## src/rtl/led_blink_pkg.sv

```systemverilog
package led_blink_pkg;

    localparam int DATA_W      = 16;
    localparam int CTRL_W      = 7;
    localparam int PER_W       = 12;
    localparam int CNT_W       = 16;
    localparam int DIV_LOG_MAX = 13;
    localparam int DIV_SEL_W   = 4;

    // control register bit positions
    localparam int EN_BIT   = 4;
    localparam int AUTO_BIT = 5;
    localparam int MASK_BIT = 6;

    typedef enum logic [1:0] {
        SEL_CTRL    = 2'd0,
        SEL_PERIOD  = 2'd1,
        SEL_DUTY    = 2'd2,
        SEL_STOPCNT = 2'd3
    } reg_sel_e;

endpackage

```

## src/rtl/lb_regs.sv

```systemverilog
module lb_regs
    import led_blink_pkg::*;
#(
    parameter int DW = DATA_W,
    parameter int TW = CTRL_W,
    parameter int PW = PER_W,
    parameter int CW = CNT_W
) (
    input  logic          clk,
    input  logic          rst_n,
    input  logic          wr_en_i,
    input  logic [1:0]    addr_i,
    input  logic [DW-1:0] wr_data_i,
    input  logic          stop_i,
    output logic [DW-1:0] rd_data_o,
    output logic [TW-1:0] ctrl_o,
    output logic [PW-1:0] per_o,
    output logic [PW-1:0] duty_o,
    output logic          reload_o,
    output logic [CW-1:0] reload_val_o
);

    typedef struct packed {
        logic [TW-1:0] ctrl;
        logic [PW-1:0] per;
        logic [PW-1:0] duty;
        logic [CW-1:0] cnt;
    } regs_t;

    regs_t    regs_q, regs_d;
    reg_sel_e sel;
    logic     ctrl_wr;

    assign sel = reg_sel_e'(addr_i);

    always_comb begin
        regs_d  = regs_q;
        ctrl_wr = wr_en_i && (sel == SEL_CTRL);
        // auto-stop clear first, so that a software write in the same cycle wins
        if (stop_i) begin
            regs_d.ctrl[EN_BIT] = 1'b0;
        end
        if (wr_en_i) begin
            unique case (sel)
                SEL_CTRL:    regs_d.ctrl = wr_data_i[TW-1:0];
                SEL_PERIOD:  regs_d.per  = wr_data_i[PW-1:0];
                SEL_DUTY:    regs_d.duty = wr_data_i[PW-1:0];
                SEL_STOPCNT: regs_d.cnt  = wr_data_i[CW-1:0];
                default:     regs_d      = regs_q;
            endcase
        end
    end

    always_ff @(posedge clk or negedge rst_n) begin
        if (!rst_n) begin
            regs_q <= '0;
        end else begin
            regs_q <= regs_d;
        end
    end

    always_comb begin
        rd_data_o = '0;
        unique case (sel)
            SEL_CTRL:    rd_data_o[TW-1:0] = regs_q.ctrl;
            SEL_PERIOD:  rd_data_o[PW-1:0] = regs_q.per;
            SEL_DUTY:    rd_data_o[PW-1:0] = regs_q.duty;
            SEL_STOPCNT: rd_data_o[CW-1:0] = regs_q.cnt;
            default:     rd_data_o = '0;
        endcase
    end

    assign ctrl_o       = regs_q.ctrl;
    assign per_o        = regs_q.per;
    assign duty_o       = regs_q.duty;
    assign reload_o     = wr_en_i && ((sel == SEL_CTRL) || (sel == SEL_STOPCNT));
    assign reload_val_o = (sel == SEL_STOPCNT) ? wr_data_i[CW-1:0] : regs_q.cnt;

    // an auto-stop without a competing control write leaves the enable cleared
    assert_stop_clears_en_R7: assert property (@(posedge clk) disable iff (!rst_n)
        (stop_i && !(wr_en_i && sel == SEL_CTRL)) |=> !regs_q.ctrl[EN_BIT]);

    // a control write that meets an auto-stop is stored unchanged
    assert_write_beats_stop_R10: assert property (@(posedge clk) disable iff (!rst_n)
        (stop_i && wr_en_i && sel == SEL_CTRL) |=> (regs_q.ctrl == $past(wr_data_i[TW-1:0])));

endmodule

```

## src/rtl/lb_prescaler.sv

```systemverilog
module lb_prescaler
    import led_blink_pkg::*;
#(
    parameter int LOGMAX = DIV_LOG_MAX,
    parameter int SW     = DIV_SEL_W
) (
    input  logic          clk,
    input  logic          rst_n,
    input  logic          en_i,
    input  logic [SW-1:0] sel_i,
    output logic          tick_o
);

    localparam logic [SW-1:0] SEL_CAP = SW'(LOGMAX);

    typedef struct packed {
        logic [LOGMAX-1:0] cnt;
    } pre_t;

    pre_t              pre_q, pre_d;
    logic [SW-1:0]     n_eff;
    logic [LOGMAX-1:0] limit;

    always_comb begin
        n_eff = (sel_i > SEL_CAP) ? SEL_CAP : sel_i;
        for (int i = 0; i < LOGMAX; i++) begin
            limit[i] = (i < int'(n_eff));
        end
        // >= keeps the spacing bounded when the select shrinks mid-count
        tick_o = en_i && (pre_q.cnt >= limit);
        pre_d  = pre_q;
        if (!en_i || tick_o) begin
            pre_d.cnt = '0;
        end else begin
            pre_d.cnt = pre_q.cnt + 1'b1;
        end
    end

    always_ff @(posedge clk or negedge rst_n) begin
        if (!rst_n) begin
            pre_q <= '0;
        end else begin
            pre_q <= pre_d;
        end
    end

    // between ticks the prescaler advances by exactly one per cycle
    assert_prescale_step_R3: assert property (@(posedge clk) disable iff (!rst_n)
        (en_i && !tick_o) |=> (pre_q.cnt == $past(pre_q.cnt) + 1'b1));

    // a disabled blinker leaves the prescaler at zero
    assert_prescale_idle_R6: assert property (@(posedge clk) disable iff (!rst_n)
        !en_i |=> (pre_q.cnt == '0));

endmodule

```

## src/rtl/lb_wave.sv

```systemverilog
module lb_wave
    import led_blink_pkg::*;
#(
    parameter int PW = PER_W,
    parameter int CW = CNT_W
) (
    input  logic          clk,
    input  logic          rst_n,
    input  logic          en_i,
    input  logic          auto_i,
    input  logic          mask_i,
    input  logic          tick_i,
    input  logic [PW-1:0] per_i,
    input  logic [PW-1:0] duty_i,
    input  logic          reload_i,
    input  logic [CW-1:0] reload_val_i,
    output logic          stop_o,
    output logic          led_o,
    output logic          irq_o
);

    typedef struct packed {
        logic [PW-1:0] pcnt;
        logic [CW-1:0] remain;
        logic          irq;
    } wave_t;

    wave_t wave_q, wave_d;
    logic  wrap;

    always_comb begin
        wave_d = wave_q;
        wrap   = tick_i && (wave_q.pcnt >= per_i);
        stop_o = wrap && auto_i && (wave_q.remain <= CW'(1));

        if (!en_i) begin
            wave_d.pcnt = '0;
        end else if (tick_i) begin
            wave_d.pcnt = wrap ? '0 : wave_q.pcnt + 1'b1;
        end

        if (reload_i) begin
            wave_d.remain = reload_val_i;
        end else if (wrap && auto_i && !stop_o) begin
            wave_d.remain = wave_q.remain - 1'b1;
        end

        wave_d.irq = stop_o && !mask_i;
    end

    always_ff @(posedge clk or negedge rst_n) begin
        if (!rst_n) begin
            wave_q <= '0;
        end else begin
            wave_q <= wave_d;
        end
    end

    assign led_o = en_i && (wave_q.pcnt < duty_i);
    assign irq_o = wave_q.irq;

    // the period counter moves only on a prescaler tick
    assert_hold_between_ticks_R5: assert property (@(posedge clk) disable iff (!rst_n)
        (en_i && !tick_i) |=> $stable(wave_q.pcnt));

    // a disabled blinker keeps its period counter at zero
    assert_idle_clear_R6: assert property (@(posedge clk) disable iff (!rst_n)
        !en_i |=> (wave_q.pcnt == '0));

    // a completion pulse needs auto-stop on and the mask off one cycle before
    assert_irq_source_R9: assert property (@(posedge clk) disable iff (!rst_n)
        irq_o |-> ($past(auto_i) && !$past(mask_i)));

endmodule

```

## src/rtl/led_blink.sv

```systemverilog
module led_blink
    import led_blink_pkg::*;
#(
    parameter int DW     = DATA_W,
    parameter int PW     = PER_W,
    parameter int CW     = CNT_W,
    parameter int LOGMAX = DIV_LOG_MAX
) (
    input  logic          clk,
    input  logic          rst_n,
    input  logic          wr_en,
    input  logic [1:0]    addr,
    input  logic [DW-1:0] wr_data,
    output logic [DW-1:0] rd_data,
    output logic          led_o,
    output logic          irq_o
);

    logic [CTRL_W-1:0] ctrl;
    logic [PW-1:0]     per;
    logic [PW-1:0]     duty;
    logic              reload;
    logic [CW-1:0]     reload_val;
    logic              tick;
    logic              stop;

    lb_regs #(.DW(DW), .TW(CTRL_W), .PW(PW), .CW(CW)) u_regs (
        .clk          (clk),
        .rst_n        (rst_n),
        .wr_en_i      (wr_en),
        .addr_i       (addr),
        .wr_data_i    (wr_data),
        .stop_i       (stop),
        .rd_data_o    (rd_data),
        .ctrl_o       (ctrl),
        .per_o        (per),
        .duty_o       (duty),
        .reload_o     (reload),
        .reload_val_o (reload_val)
    );

    lb_prescaler #(.LOGMAX(LOGMAX), .SW(DIV_SEL_W)) u_pre (
        .clk    (clk),
        .rst_n  (rst_n),
        .en_i   (ctrl[EN_BIT]),
        .sel_i  (ctrl[DIV_SEL_W-1:0]),
        .tick_o (tick)
    );

    lb_wave #(.PW(PW), .CW(CW)) u_wave (
        .clk          (clk),
        .rst_n        (rst_n),
        .en_i         (ctrl[EN_BIT]),
        .auto_i       (ctrl[AUTO_BIT]),
        .mask_i       (ctrl[MASK_BIT]),
        .tick_i       (tick),
        .per_i        (per),
        .duty_i       (duty),
        .reload_i     (reload),
        .reload_val_i (reload_val),
        .stop_o       (stop),
        .led_o        (led_o),
        .irq_o        (irq_o)
    );

endmodule

```

## config.mk

```make
export PLATFORM = sky130hd
export DESIGN_NAME = led_blink
export DESIGN_NICKNAME = d
export VERILOG_FILES = /design/src/rtl/led_blink_pkg.sv /design/src/rtl/lb_regs.sv /design/src/rtl/lb_prescaler.sv /design/src/rtl/lb_wave.sv /design/src/rtl/led_blink.sv
export SDC_FILE = /design/constraint.sdc
export NUM_CORES = 1
export LEC_CHECK = 0
export ABC_AREA = 0
export BUFFER_PORTS_ARGS = -buffer_cell sky130_fd_sc_hd__buf_2
export CAP_MARGIN = 20
export CELL_PAD_IN_SITES_DETAIL_PLACEMENT = 0
export CELL_PAD_IN_SITES_GLOBAL_PLACEMENT = 1
export CORE_MARGIN = 2
export CORE_UTILIZATION = 36
export CTS_BUF_LIST = sky130_fd_sc_hd__clkbuf_2
export DETAILED_ROUTE_END_ITERATION = 10
export GPL_TIMING_DRIVEN = 1
export HOLD_SLACK_MARGIN = 0.1
export PLACE_DENSITY_LB_ADDON = 0.2
export SLEW_MARGIN = 20
export SYNTH_ARGS = -nofsm -noshare
export SYNTH_HDL_FRONTEND = slang
export SYNTH_HIERARCHICAL = 1
export SYNTH_SLANG_ARGS = --single-unit
```

## constraint.sdc

```tcl
create_clock -name clk -period 10.5 [get_ports clk]
set_input_delay 1.05 -clock clk [delete_from_list [all_inputs] [get_ports clk]]
set_output_delay 1.05 -clock clk [all_outputs]
set_load 0.005 [all_outputs]
```

# After elaboration in Yosys (flattened, before gate mapping)
# Index checks and enable logic that the tools add are counted.
totals:
  ramBits: 0
  inputBits: 21
  mem_count: 0
  elab_cells: 68
  mem_bits_ro: 0
  latchBits: 0
  reg_bits: 89
classes:
  n_eq_ne: 4
  div_mod_pow: 0
  n_reduce_logical: 18
  n_mux: 16
  mul: 0
  addsub: 3
  order_cmp: 18
  n_shift: 0
  n_bitwise: 0
op_table:
  columns: ["cell", "n"]
  rows:
  - ["$mux W12", 5]
  - ["$mux W16", 3]
  - ["$mux W45", 1]
  - ["$pmux W7 S4", 1]
  - ["$lt A4 B4 Y1 const A", 5]
  - ["$le A16 B1 Y1 const B", 1]
  - ["$lt A3 B4 Y1 const A", 4]
  - ["$sub A16 B1 Y16 const B", 1]
  - ["$pmux W5 S3", 1]
  - ["$add A13 B1 Y13 const B", 1]
  - ["$ge A13 B13 Y1", 1]
  - ["$mux W13", 1]
  - ["$add A12 B1 Y12 const B", 1]
  - ["$ge A12 B12 Y1", 1]
  - ["$lt A12 B12 Y1", 1]
  - ["$logic_and A1 B1 Y1", 8]
  - ["$lt A1 B4 Y1 const A", 2]
  - ["$lt A2 B4 Y1 const A", 2]
  - ["$mux W4", 2]
  - ["$reduce_and A2 Y1", 3]
  - ["$mux W5", 1]
  - ["$eq A2 B2 Y1 const B", 2]
  - ["$gt A4 B4 Y1 const B", 1]
  - ["$logic_not A1 Y1", 3]
  - ["6 further kinds", 7]

# Logic depth before layout (Yosys ltp)
# Gate-level depths: netlist of run 1.
logic_depth:
  depth_word: 12
  ltp_mapped: 16
  mapped_depth_nobuf: 14

# Modules after synthesis
# The synthesis of run 1 kept the hierarchy.
by_module_without_submodules:
  columns: ["mod", "cells_each", "seq_area_each_um2", "area_per_inst_um2", "instances"]
  rows:
  - ["lb_regs", 199, 1176.1, 2673.8, 1]
  - ["lb_wave", 285, 725.7, 2388.5, 1]
  - ["lb_prescaler", 112, 325.3, 1063.5, 1]

# Least setup slack after synthesis of run 1
# OpenSTA, ideal clock, no wires.
synth_path:
  path_type: "register to register"
  from: "register u_regs.regs_q (netlist bit u_regs/ctrl_o[2])"
  to: "register u_wave/wave_q[13] (netlist name)"
  period_less_slack_ns: 3.326
  arrival_ns: 3.185
  stages_incl_launch_ff: 15
  setup_ns: 0.141
  setup_slack_ns: 7.174
  required_ns: 10.359
  path_cell_list: "dfrtp_1 buf_4 clkbuf_1 nand2_1 or2_2 ha_1 nand4_1 a311oi_2 o31a_1 and2_1 and4_1 a21oi_2 buf_2 o41ai_1 a31oi_1"
synth_via:
  elab_chain_len: 11
synth_rtl:
  columns: ["item", "line_no", "rtl"]
  rows:
  - ["start: declaration", "lb_regs.sv:30", "regs_t regs_q, regs_d;"]
  - ["start signal: assignment", "lb_regs.sv:58", "regs_q <= regs_d;"]
  - ["$gt A4 B4 Y1", "lb_prescaler.sv:25", "n_eff = (sel_i > SEL_CAP) ? SEL_CAP : sel_i;"]
  - ["$mux W4 (*)", "lb_prescaler.sv:25", null]
  - ["$lt A1 B4 Y1 (tied with other cells)", "lb_prescaler.sv:27", "limit[i] = (i < int'(n_eff));"]
  - ["$ge A13 B13 Y1 (*)", "lb_prescaler.sv:30", "tick_o = en_i && (pre_q.cnt >= limit);"]
  - ["$logic_and A1 B1 Y1 (*)", "lb_prescaler.sv:30", null]
  - ["named net tick", "led_blink.sv:24", "logic tick;"]
  - ["$logic_and A1 B1 Y1 (*)", "lb_wave.sv:33", "wrap = tick_i && (wave_q.pcnt >= per_i);"]
  - ["$logic_and A1 B1 Y1 (*)", "lb_wave.sv:34, lb_wave.sv:44", null]
  - ["$logic_and A1 B1 Y1", "lb_wave.sv:34", "stop_o = wrap && auto_i && (wave_q.remain <= CW'(1));"]
  - ["$logic_not A1 Y1", "lb_wave.sv:44", "end else if (wrap && auto_i && !stop_o) begin"]
  - ["$logic_and A1 B1 Y1 (*)", "lb_wave.sv:44", null]
  - ["$reduce_bool A2 Y1 (no source line) (*)", null, null]
  - ["end signal: assignment", "lb_wave.sv:55", "wave_q <= wave_d;"]
  - ["end: declaration", "lb_wave.sv:28", "wave_t wave_q, wave_d;"]
# Mark *: on every way through the listed nets, which the timed path passes. The rest lies on a longest branch.
# A chain may end at the register's enable or synchronous reset.

# Worst setup path in the final report of run 1
layout_path:
  from: "register u_regs.regs_q (netlist bit u_regs/ctrl_o[3])"
  to: "register u_wave/wave_q[12] (netlist name)"
# Same word-level chain as after synthesis.

==> run_results.csv, run 1 <==
group,metric,value,unit
outcome,status,"complete, no violations",
synthesis,post_synth_fa_ha_maj_area_fraction,9.19,%
synthesis,muxShareOfSynthArea,14.7,%
final_layout,syn2layout_area_growth,3.39,%
routing,first_iter_violations,330,
worst_setup_path,cp_top_family,"simple AND/OR/NAND/NOR gates",
synthesis,syn_nets,662,
place,gp_congestion,0.829,
synthesis,ys_dominant_reg_cell,"dfrtp_1",
die,placementRows,47,
place,placed_area,0.00623,mm^2
timing,drv_slew,0,
final_layout,fin_area,0.00633,mm^2
synthesis,synth_seq_cells,89,
synthesis,avgSynthCellArea,10.3,um^2
global_routing,grt_pass1_vias,4487,
synthesis,syn_area,0.00613,mm^2
final_layout,layout.nets,659,
synthesis,ys_types,72,
routing,routedWlPerCell,18.5,um
timing,fin_skew,0.0228,ns
power_and_ir_drop,power.density,145,mW/mm^2
die,io_pins,39,
routing,drt-pass1-iter-count,5,
final_layout,final_cells,817,
worst_setup_path,crit_path_start_kind,"flip-flop",
worst_setup_path,critPathBufInv,0,
synthesis,synth_edf_count,0,
timing,fin_setup_tns,0,ns
worst_setup_path,endpoint,"u_wave/wave_q[12]",
timing,tightest_slew,1.07,ns
place,dp_cells,802,
hold_path,hold_path.class,"in -> async",
timing,min_period_over_period,39.9,%
worst_setup_path,r2r-start,"u_regs/ctrl_o[3]",
worst_setup_path,crit_fanout,18,
worst_setup_path,slowest_stage,"a311oi_2",
clock_tree,ctsHtreeMaxLevel,3,
worst_setup_path,ff2ff_setup_slack,6.31,ns
worst_setup_path,path_cells,"nand2_1 > or2_2 > ha_1 > nand4_1 > a311oi_2 > o31a_1 > and2_1 > and4_1 > a21oi_2 > or4b_1 > a31oi_1",
global_routing,grt_pass1_wl,24600,um
worst_setup_path,endpoint_kind,"flip-flop",
synthesis,yosysSeqAreaShare,36.4,%
worst_setup_path,startpoint,"u_regs/ctrl_o[3]",
final_layout,final_cell_mix,"dfrtp_1, inv_1, ha_1",
clock_tree,cts_buffers,9,
synthesis,yosys.area_share.simple,15.6,%
timing,max_clock_freq,0.238,GHz
die,fp.dieH,134,um
die,start_util,36.9,%
die,die_w,134,um
worst_setup_path,max_stage_delay,0.90,ns
global_routing,antenna_found_initial,0,
worst_setup_path,crit_arrival,4.71,ns
final_layout,n_antenna_cell,0,
place,hpwl,11000,um
clock_tree,insertion_delay,0.59,ns
die,dieArea,0.0181,mm^2
routing,vias,4544,
timing,rsz0062_at_grt,"no",
final_layout,n_fill_cell,1695,
worst_setup_path,cp.required,11.01,ns
synthesis,syn-instance-count,596,
timing,period_needed,4.19,ns
final_layout,drive_gt1_share,23.6,%
worst_setup_path,critPathKind,"reg -> reg",
timing,setup_viol,0,
power_and_ir_drop,ir_drop,0.0860,mV
global_routing,grt.total_usage,17.5,%
power_and_ir_drop,p_leak,2.94,nW
final_layout,final_common_cell,"dfrtp_1",
routing,avgViaCountPerCell,5.56,
worst_setup_path,worstRegToRegCells,11,
global_routing,grt_overflow,0,
clock_tree,clk_pin_slew,0.25,ns
worst_setup_path,r2r_end,"u_wave/wave_q[12]",
worst_setup_path,worst-path-stages,11,
clock_tree,clock-sinks,89,
routing,wirelength,15100,um
clock_tree,cts_resized,0,
synthesis,postSynth.asyncResetShare,100,%
clock_tree,cts_tree,"built",
clock_tree,cts_root_buffer,"clkbuf_2",
clock_tree,clockBufferDepth,2,
clock_tree,post-cts-setup-buffers,0,
timing,relSlewSlack,28.5,%
synthesis,yosysWarnings,6,
die,coreArea,0.0166,mm^2
clock_tree,postCtsHoldBufs,0,
timing,finalHoldViolations,0,
job,max-cap-violations,0,
synthesis,synth_top_family_by_area,"simple AND/OR/NAND/NOR gates",
global_routing,grt_start_max_net_pins,58,
place,port_buffers,38,
synthesis,synthXorXnorAreaFrac,1.86,%
routing,antenna_left,0,
routing,drc,0,
synthesis,synth_compound_area_share,13.1,%
==> synthesized netlist by cell type, drive strengths merged, types with 3 or more instances <==
cell    instances  share of area [%]
dfrtp          89                 36
mux2           64                 14
inv            47                2.9
buf            46                5.7
ha             45                9.2
nor2           32                2.0
nand2          28                1.9
nand3          25                2.1
nor4           17                2.1
o21ai          17                1.4
nor3           15                1.4
a21o           12                1.5
a222oi         12                2.0
a21oi          10               0.88
a31oi          10                1.3
xnor2          10                1.4
clkbuf          9               0.55
nor2b           9               0.92
mux2i           7                1.1
nand4           7               0.82
and2            6               0.61
or2             6               0.61
or3             6               0.69
and3            5               0.51
nand2b          5               0.51
o31ai           5               0.61
o41ai           5               0.71
o21a            4               0.49
or4b            4               0.65
a22oi           3               0.37
a31o            3               0.43
o311ai          3               0.43
xor2            3               0.43
==> layout make-up <==
class	count	area [um^2]	share of cell area [%]
Sequential cell	89	2230	35.2
Clock buffer	11	55.1	0.869
Inverter	48	180	2.84
Multi-Input combinational cell	404	3340	52.7
Clock inverter	4	45.0	0.711
Timing Repair Buffer	41	215	3.40
Tap cell	220	275	4.35
==> sequential cells by signal, indices dropped and copies added (netlist names) <==
name and flops:
u_regs/regs_q 16, u_pre/pre_q 13, u_wave/wave_q 28, u_regs/per_o 12, u_wave/irq_o 1, u_regs/duty_o 12, u_regs/ctrl_o 7
==> layer usage <==
metal / global-route usage [%] / part of all wire, % / wire (um)
met4: 2.98 / 0.45 / 68
met2: 27.6 / 46 / 6970
met5: 0 / 0 / 0
met3: 3.82 / 4.4 / 659
met1: 24.9 / 49 / 7450
==> through the flow <==
stage	power, mW	hold WS [ns]	setup slack (ns)	util, %
final	0.919	0.375	6.31	38.2
after detailed placement	0.750	0.499	6.39	37.6
after global routing	0.983	0.338	5.98	38.2
after CTS	0.931	0.330	6.38	38.2
after floorplan	0.689	0.481	7.17	-
after global placement	0.742	0.485	6.50	37.6
==> report_power, final <==
part	internal (mW)	leakage (nW)	total (mW)	switching, mW
Combinational	0.140	1.78	0.276	0.137
Sequential	0.403	1.09	0.468	0.0642
Clock	0.0545	0.0716	0.175	0.121
==> how the worst min path moves through the flow <==
| stage | to | start | slack, ns | depth (start not counted) |
|---|---|---|---|---|
| finish | u_regs/duty_o[5] | rst_n | 0.37 | 1 |
| global route | u_regs/duty_o[5] | rst_n | 0.34 | 1 |
| detailed placement | u_wave/irq_o | u_regs/ctrl_o[6] | 0.50 | 1 |
| global placement | u_wave/irq_o | u_regs/ctrl_o[6] | 0.49 | 1 |
| floorplan | u_pre/pre_q[0] | u_pre/pre_q[0] | 0.48 | 1 |
| CTS | u_regs/duty_o[5] | rst_n | 0.33 | 1 |
==> kinds of logic after synthesis <==
group,Yosys count
mux,71
compound gates,104
xor+xnor,13
fa+ha+maj,45
flops,89
simple gates,171
buf+inv,103
==> worst reg2reg max path, stage by stage (launching register included) <==
cell and delay [ns]:
dfrtp_1 0.59, nand2_1 0.12, or2_2 0.29, ha_1 0.34, nand4_1 0.20, a311oi_2 0.90, o31a_1 0.31, and2_1 0.20
and4_1 0.24, a21oi_2 0.21, or4b_1 0.57, a31oi_1 0.17
(Power assumes the default switching activity.)
==> run 2: changes to the inputs <==
==> constraint.sdc (replaced) <==
create_clock -name clk -period 3.52 [get_ports clk]
set_input_delay 0.352 -clock clk [delete_from_list [all_inputs] [get_ports clk]]
set_output_delay 0.352 -clock clk [all_outputs]
set_load 0.005 [all_outputs]
==> run 2 against run 1 <==
Compared with the run above: via count is 0.62% higher; critical path depth is 2 higher; sequential power grew to 3.0 times the previous value; routed wire length is 0.30% lower; clock power grew to 3.1 times the previous value; cell count is 3.4% higher; count of clock-buffer cells in the layout is 1 lower; critical endpoint is now u_wave/wave_q[10].
==> run_results.csv, run 2 (synthesis gave the netlist of run 1 again) <==
group,metric,value,unit
outcome,status,"complete, no violations",
timing,max_clock_freq,0.299,GHz
global_routing,grt_pass1_wl,24600,um
final_layout,largest_reg_flops,28,
global_routing,grt_pass1_vias,4554,
timing,fin_ws,0.180,ns
clock_tree,clk_pin_slew,0.24,ns
final_layout,fin_area,0.00660,mm^2
routing,drc,0,
worst_setup_path,startpoint,"u_regs/ctrl_o[3]",
timing,tightest_slew,1.09,ns
final_layout,final_cells,845,
routing,vias,4572,
routing,first_iter_violations,302,
power_and_ir_drop,p_leak,3.06,nW
final_layout,largestRegisters,"u_wave/wave_q (28), u_regs/regs_q (16), u_pre/pre_q (13)",
routing,avgViaCountPerCell,5.41,
timing,relSlewSlack,27.3,%
clock_tree,clockBufferDepth,2,
final_layout,final_cell_mix,"dfrtp_1, inv_1, ha_1",
timing,rsz0062_at_grt,"no",
timing,finalHoldViolations,0,
clock_tree,cts_root_buffer,"clkbuf_2",
worst_setup_path,crit_path_start_kind,"flip-flop",
place,hpwl,11200,um
final_layout,n_antenna_cell,0,
die,start_util,36.9,%
worst_setup_path,endpoint_kind,"flip-flop",
final_layout,drive_gt1_share,24.6,%
final_layout,final_common_cell,"dfrtp_1",
worst_setup_path,critPathKind,"reg -> reg",
place,pre_cts_ws,0.112,ns
final_layout,fin_util,39.8,%
timing,fin_setup_tns,0,ns
worst_setup_path,cpMostUsedCell,"nand2_1",
final_layout,syn2layout_area_growth,7.72,%
die,dieArea,0.0181,mm^2
worst_setup_path,ff2ff_setup_slack,0.18,ns
worst_setup_path,crit_fanout,16,
global_routing,grt_overflow,0,
die,io_pins,39,
global_routing,grt.total_usage,17.5,%
worst_setup_path,path_cells,"buf_4 > nor2_1 > nand2_1 > ha_1 > nand2_1 > or3_4 > a31oi_4 > o31a_1 > and2_1 > and4_1 > a21oi_4 > or4b_1 > a31oi_1",
job,max-cap-violations,0,
timing,min_period_over_period,94.9,%
place,dp_cells,811,
place,gp_congestion,0.798,
clock_tree,ctsHtreeMaxLevel,3,
worst_setup_path,r2r_end,"u_wave/wave_q[10]",
worst_setup_path,slowest_stage,"or4b_1",
power_and_ir_drop,power.density,420,mW/mm^2
die,placementRows,47,
clock_tree,cts_tree,"built",
timing,period_needed,3.34,ns
clock_tree,insertion_delay,0.60,ns
timing,whs,0.285,ns
power_and_ir_drop,ir_drop,0.210,mV
global_routing,antenna_found_initial,0,
place,port_buffers,38,
power_and_ir_drop,power,2.77,mW
place,placed_area,0.00630,mm^2
clock_tree,cts_buffers,9,
worst_setup_path,r2r-start,"u_regs/ctrl_o[3]",
final_layout,top_register,"u_wave/wave_q",
timing,fin_skew,0.0213,ns
routing,routedWlPerCell,17.9,um
die,die_w,134,um
worst_setup_path,cp.required,4.06,ns
routing,wirelength,15100,um
die,coreArea,0.0166,mm^2
routing,antenna_left,0,
routing,drt-pass1-iter-count,6,
worst_setup_path,worstRegToRegCells,13,
clock_tree,clock-sinks,89,
worst_setup_path,max_stage_delay,0.54,ns
final_layout,layout.nets,686,
timing,drv_slew,0,
die,fp.dieH,134,um
worst_setup_path,crit_arrival,3.88,ns
timing,setup_viol,0,
hold_path,hold_path.class,"in -> async",
global_routing,grt_start_max_net_pins,52,
==> run 2: cell types whose count changed in the layout (fill, tap and decap cells not counted) <==
cell	previous run	this run
a21oi_4	0	1
clkinv_1	1	2
clkinvlp_4	0	2
a21oi_2	1	0
clkbuf_2	11	10
dfrtp_1	89	86
dfrtp_2	0	3
clkinv_2	3	2
dlygate4sd3_1	0	17
buf_4	4	14
==> run 2: layout make-up <==
class                      count  area (um^2)
clock inverter                 6         58.8
clock buffer                  10         50.0
sequential                    89         2230
fill                        1713         9980
timing repair buffer          68          460
multi-input combinational    404         3340
inverter                      48          180
tap                          220          275
==> run 2: layer usage <==
| metal | global-route usage [%] | share of wire (%) | up-vias |
|---|---|---|---|
| li1 | - | - | 2199 |
| met1 | 24.6 | 49 | 2256 |
| met2 | 27.3 | 45 | 104 |
| met3 | 4.12 | 4.3 | 13 |
| met4 | 3.80 | 1.2 | 0 |
| met5 | 0 | 0 | - |
==> run 2: worst max path at each step <==
| stage | slack (ns) | cells past startpoint | end |
|---|---|---|---|
| floorplan | 0.19 | 14 | u_wave/wave_q[13] |
| global placement | 0.23 | 13 | u_wave/wave_q[10] |
| detailed placement | 0.11 | 11 | u_wave/wave_q[15] |
| CTS | 0.09 | 11 | u_wave/wave_q[15] |
| global route | 0.003 | 11 | u_wave/wave_q[6] |
| finish | 0.18 | 13 | u_wave/wave_q[10] |
==> run 2: worst max-delay path, delay by kind of cell (launching register included) <==
| kind | cells | cell delay, ns |
|---|---|---|
| compound gates | 4 | 0.68 |
| buf+inv | 1 | 0.16 |
| flops | 1 | 0.50 |
| simple gates | 7 | 1.66 |
| fa+ha+maj | 1 | 0.28 |
==> run 2: repair_timing <==
| item | 4_1_cts | 5_1_grt |
|---|---|---|
| hold endpoints to repair | 91 | 0 |
| setup buffers | 0 | 1 |
| gates resized for setup | 0 | 4 |
| hold buffers | 17 | 0 |
| endpoints found under the setup margin | 0 | 12 |
==> run 2: where the power goes <==
part	leakage, nW	switching, mW	internal [mW]
clock	0.0654	0.376	0.161
combinational	1.90	0.406	0.437
sequential	1.09	0.188	1.20
total	3.06	0.970	1.80
==> run 3: changes to the inputs <==
--- a/config.mk
+++ b/config.mk
@@ -13,9 +13,11 @@
 export CORE_MARGIN = 2
 export CORE_UTILIZATION = 36
 export CTS_BUF_LIST = sky130_fd_sc_hd__clkbuf_2
+export CTS_CLUSTER_SIZE = 8
 export DETAILED_ROUTE_END_ITERATION = 10
 export GPL_TIMING_DRIVEN = 1
 export HOLD_SLACK_MARGIN = 0.1
+export MAX_ROUTING_LAYER = met4
 export PLACE_DENSITY_LB_ADDON = 0.2
 export SLEW_MARGIN = 20
 export SYNTH_ARGS = -nofsm -noshare
==> run 3 against run 2 <==
Compared with the run above: die area is the same; critical endpoint is now u_wave/wave_q[6]; highest routed layer unchanged; largest power group unchanged; largest cell class unchanged; hold slack lost 0.0012 ns; first-iteration DRC count grew 2.3%.
==> run_results.csv, run 3 (synthesis gave the netlist of run 1 again) <==
group,metric,value,unit
outcome,status,"complete, no violations",
timing,drv_slew,0,
final_layout,n_antenna_cell,0,
clock_tree,cts_buffers,9,
timing,tightest_slew,1.07,ns
clock_tree,clk_pin_slew,0.24,ns
routing,avgViaCountPerCell,5.40,
worst_setup_path,r2r-start,"u_regs/ctrl_o[3]",
global_routing,busiest_layer,"met2",
routing,drt-pass1-iter-count,6,
final_layout,final_cell_mix,"dfrtp_1, inv_1, ha_1",
die,coreArea,0.0166,mm^2
clock_tree,clockBufferDepth,2,
timing,min_period_over_period,95.1,%
routing,vias,4566,
final_layout,top_register,"u_wave/wave_q",
global_routing,grt_pass1_vias,4540,
power_and_ir_drop,ir_drop,0.209,mV
final_layout,largestRegisters,"u_wave/wave_q (28), u_regs/regs_q (16), u_pre/pre_q (13)",
worst_setup_path,crit_fanout,16,
timing,fin_ws,0.173,ns
worst_setup_path,slowest_stage,"or4b_1",
hold_path,hold_path.class,"in -> async",
worst_setup_path,r2r_end,"u_wave/wave_q[6]",
place,gp_congestion,0.810,
power_and_ir_drop,power.density,421,mW/mm^2
timing,rsz0062_at_grt,"no",
final_layout,syn2layout_area_growth,7.72,%
power_and_ir_drop,power_frac_comb,30.4,%
timing,period_needed,3.35,ns
global_routing,use_met1,24.7,%
global_routing,grt_pass1_wl,24600,um
worst_setup_path,crit_arrival,3.88,ns
power_and_ir_drop,internal_power,1.80,mW
worst_setup_path,worstRegToRegCells,13,
routing,drc,0,
worst_setup_path,critPathBufInv,1,
die,io_pins,39,
place,port_buffers,38,
clock_tree,insertion_delay,0.60,ns
global_routing,antenna_found_initial,0,
timing,relSlewSlack,28.9,%
worst_setup_path,cpMostUsedCell,"nand2_1",
power_and_ir_drop,p_switching,974,uW
power_and_ir_drop,p_leak,3.06,nW
timing,finalHoldViolations,0,
worst_setup_path,critPathKind,"reg -> reg",
clock_tree,cts_root_buffer,"clkbuf_2",
global_routing,use_met2,27.4,%
timing,fin_skew,0.0215,ns
worst_setup_path,max_stage_delay,0.52,ns
place,hpwl,11200,um
final_layout,layout.nets,686,
routing,wirelength,15100,um
worst_setup_path,ff2ff_setup_slack,0.17,ns
global_routing,grt_start_max_net_pins,52,
die,fp.dieH,134,um
timing,max_clock_freq,0.299,GHz
final_layout,n_fill_cell,1713,
clock_tree,cts_tree,"built",
routing,antenna_left,0,
place,pre_cts_ws,0.112,ns
final_layout,largest_reg_flops,28,
clock_tree,clock-sinks,89,
timing,fin_setup_tns,0,ns
global_routing,grt_use_met3,4.08,%
global_routing,grt_overflow,0,
routing,routedWlPerCell,17.9,um
power_and_ir_drop,power,2.78,mW
worst_setup_path,path_cells,"buf_4 > nor2_1 > nand2_1 > ha_1 > nand2_1 > or3_4 > a31oi_4 > o31a_1 > and2_1 > and4_1 > a21oi_4 > or4b_1 > a31oi_1",
worst_setup_path,cp_top_family,"simple AND/OR/NAND/NOR gates",
clock_tree,ctsHtreeMaxLevel,3,
worst_setup_path,crit_path_start_kind,"flip-flop",
job,max-cap-violations,0,
worst_setup_path,cp.required,4.05,ns
final_layout,drive_gt1_share,24.6,%
final_layout,final_common_cell,"dfrtp_1",
routing,first_iter_violations,309,
die,start_util,36.9,%
worst_setup_path,endpoint_kind,"flip-flop",
global_routing,grt.total_usage,18.0,%
final_layout,seq_area,0.00223,mm^2
power_and_ir_drop,power_frac_seq,50.2,%
die,dieArea,0.0181,mm^2
power_and_ir_drop,sw_frac_of_total,35.1,%
die,die_w,134,um
power_and_ir_drop,clkPwrFrac,19.4,%
die,placementRows,47,
timing,setup_viol,0,
final_layout,multi_input_area,0.00334,mm^2
[run 3: metal layers]
layer  part of all wire (%)  up-vias
li1                       -     2196
met1                     48     2250
met2                     46      110
met3                    4.6       10
met4                    1.2        0
met5                      0        -
[run 3: power groups by stage]
stage | registers, mW | clock network, mW | logic, mW
after floorplan | 1.34 | 0 | 0.718
after global placement | 1.40 | 0 | 0.812
after detailed placement | 1.41 | 0 | 0.828
after CTS | 1.39 | 0.570 | 0.849
after global routing | 1.43 | 0.602 | 0.944
final | 1.39 | 0.539 | 0.845
[run 3: worst max path at each step]
stage / to / slack [ns] / cells after the start / startpoint
6_report: u_wave/wave_q[6] / 0.17 / 13 / u_regs/ctrl_o[3]
5_1_grt: u_wave/wave_q[6] / 0.003 / 11 / u_regs/ctrl_o[2]
4_1_cts: u_wave/wave_q[15] / 0.09 / 11 / u_regs/ctrl_o[2]
3_5_place_dp: u_wave/wave_q[15] / 0.11 / 11 / u_regs/ctrl_o[2]
3_3_place_gp: u_wave/wave_q[10] / 0.23 / 13 / u_regs/ctrl_o[3]
2_1_floorplan: u_wave/wave_q[13] / 0.19 / 14 / u_regs/ctrl_o[2]
[run 3: timing repair]
action                     CTS  global route
setup endpoints to repair    0            12
hold buffers                17             0
buffers inserted             0             1
hold endpoints to repair    91             0
gates resized for setup      0             4
[run 3: cell type report]
class | count | area share [%]
multi-input cells | 404 | 50.7
flip-flops and latches | 89 | 33.8
well taps | 220 | 4.17
clock buffers | 10 | 0.758
inverters | 48 | 2.73
repair buffers | 68 | 6.98
clock inverters | 6 | 0.891
[run 3: per-stage QoR]
step	instances	cell area [um^2]	hold slack, ns	utilization (%)
2_1_floorplan	596	6130	0.0564	-
3_3_place_gp	811	6300	0.435	38.0
3_5_place_dp	811	6300	0.439	38.0
4_1_cts	844	6580	0.255	39.7
5_1_grt	845	6600	0.272	39.8
6_report	845	6600	0.284	39.8
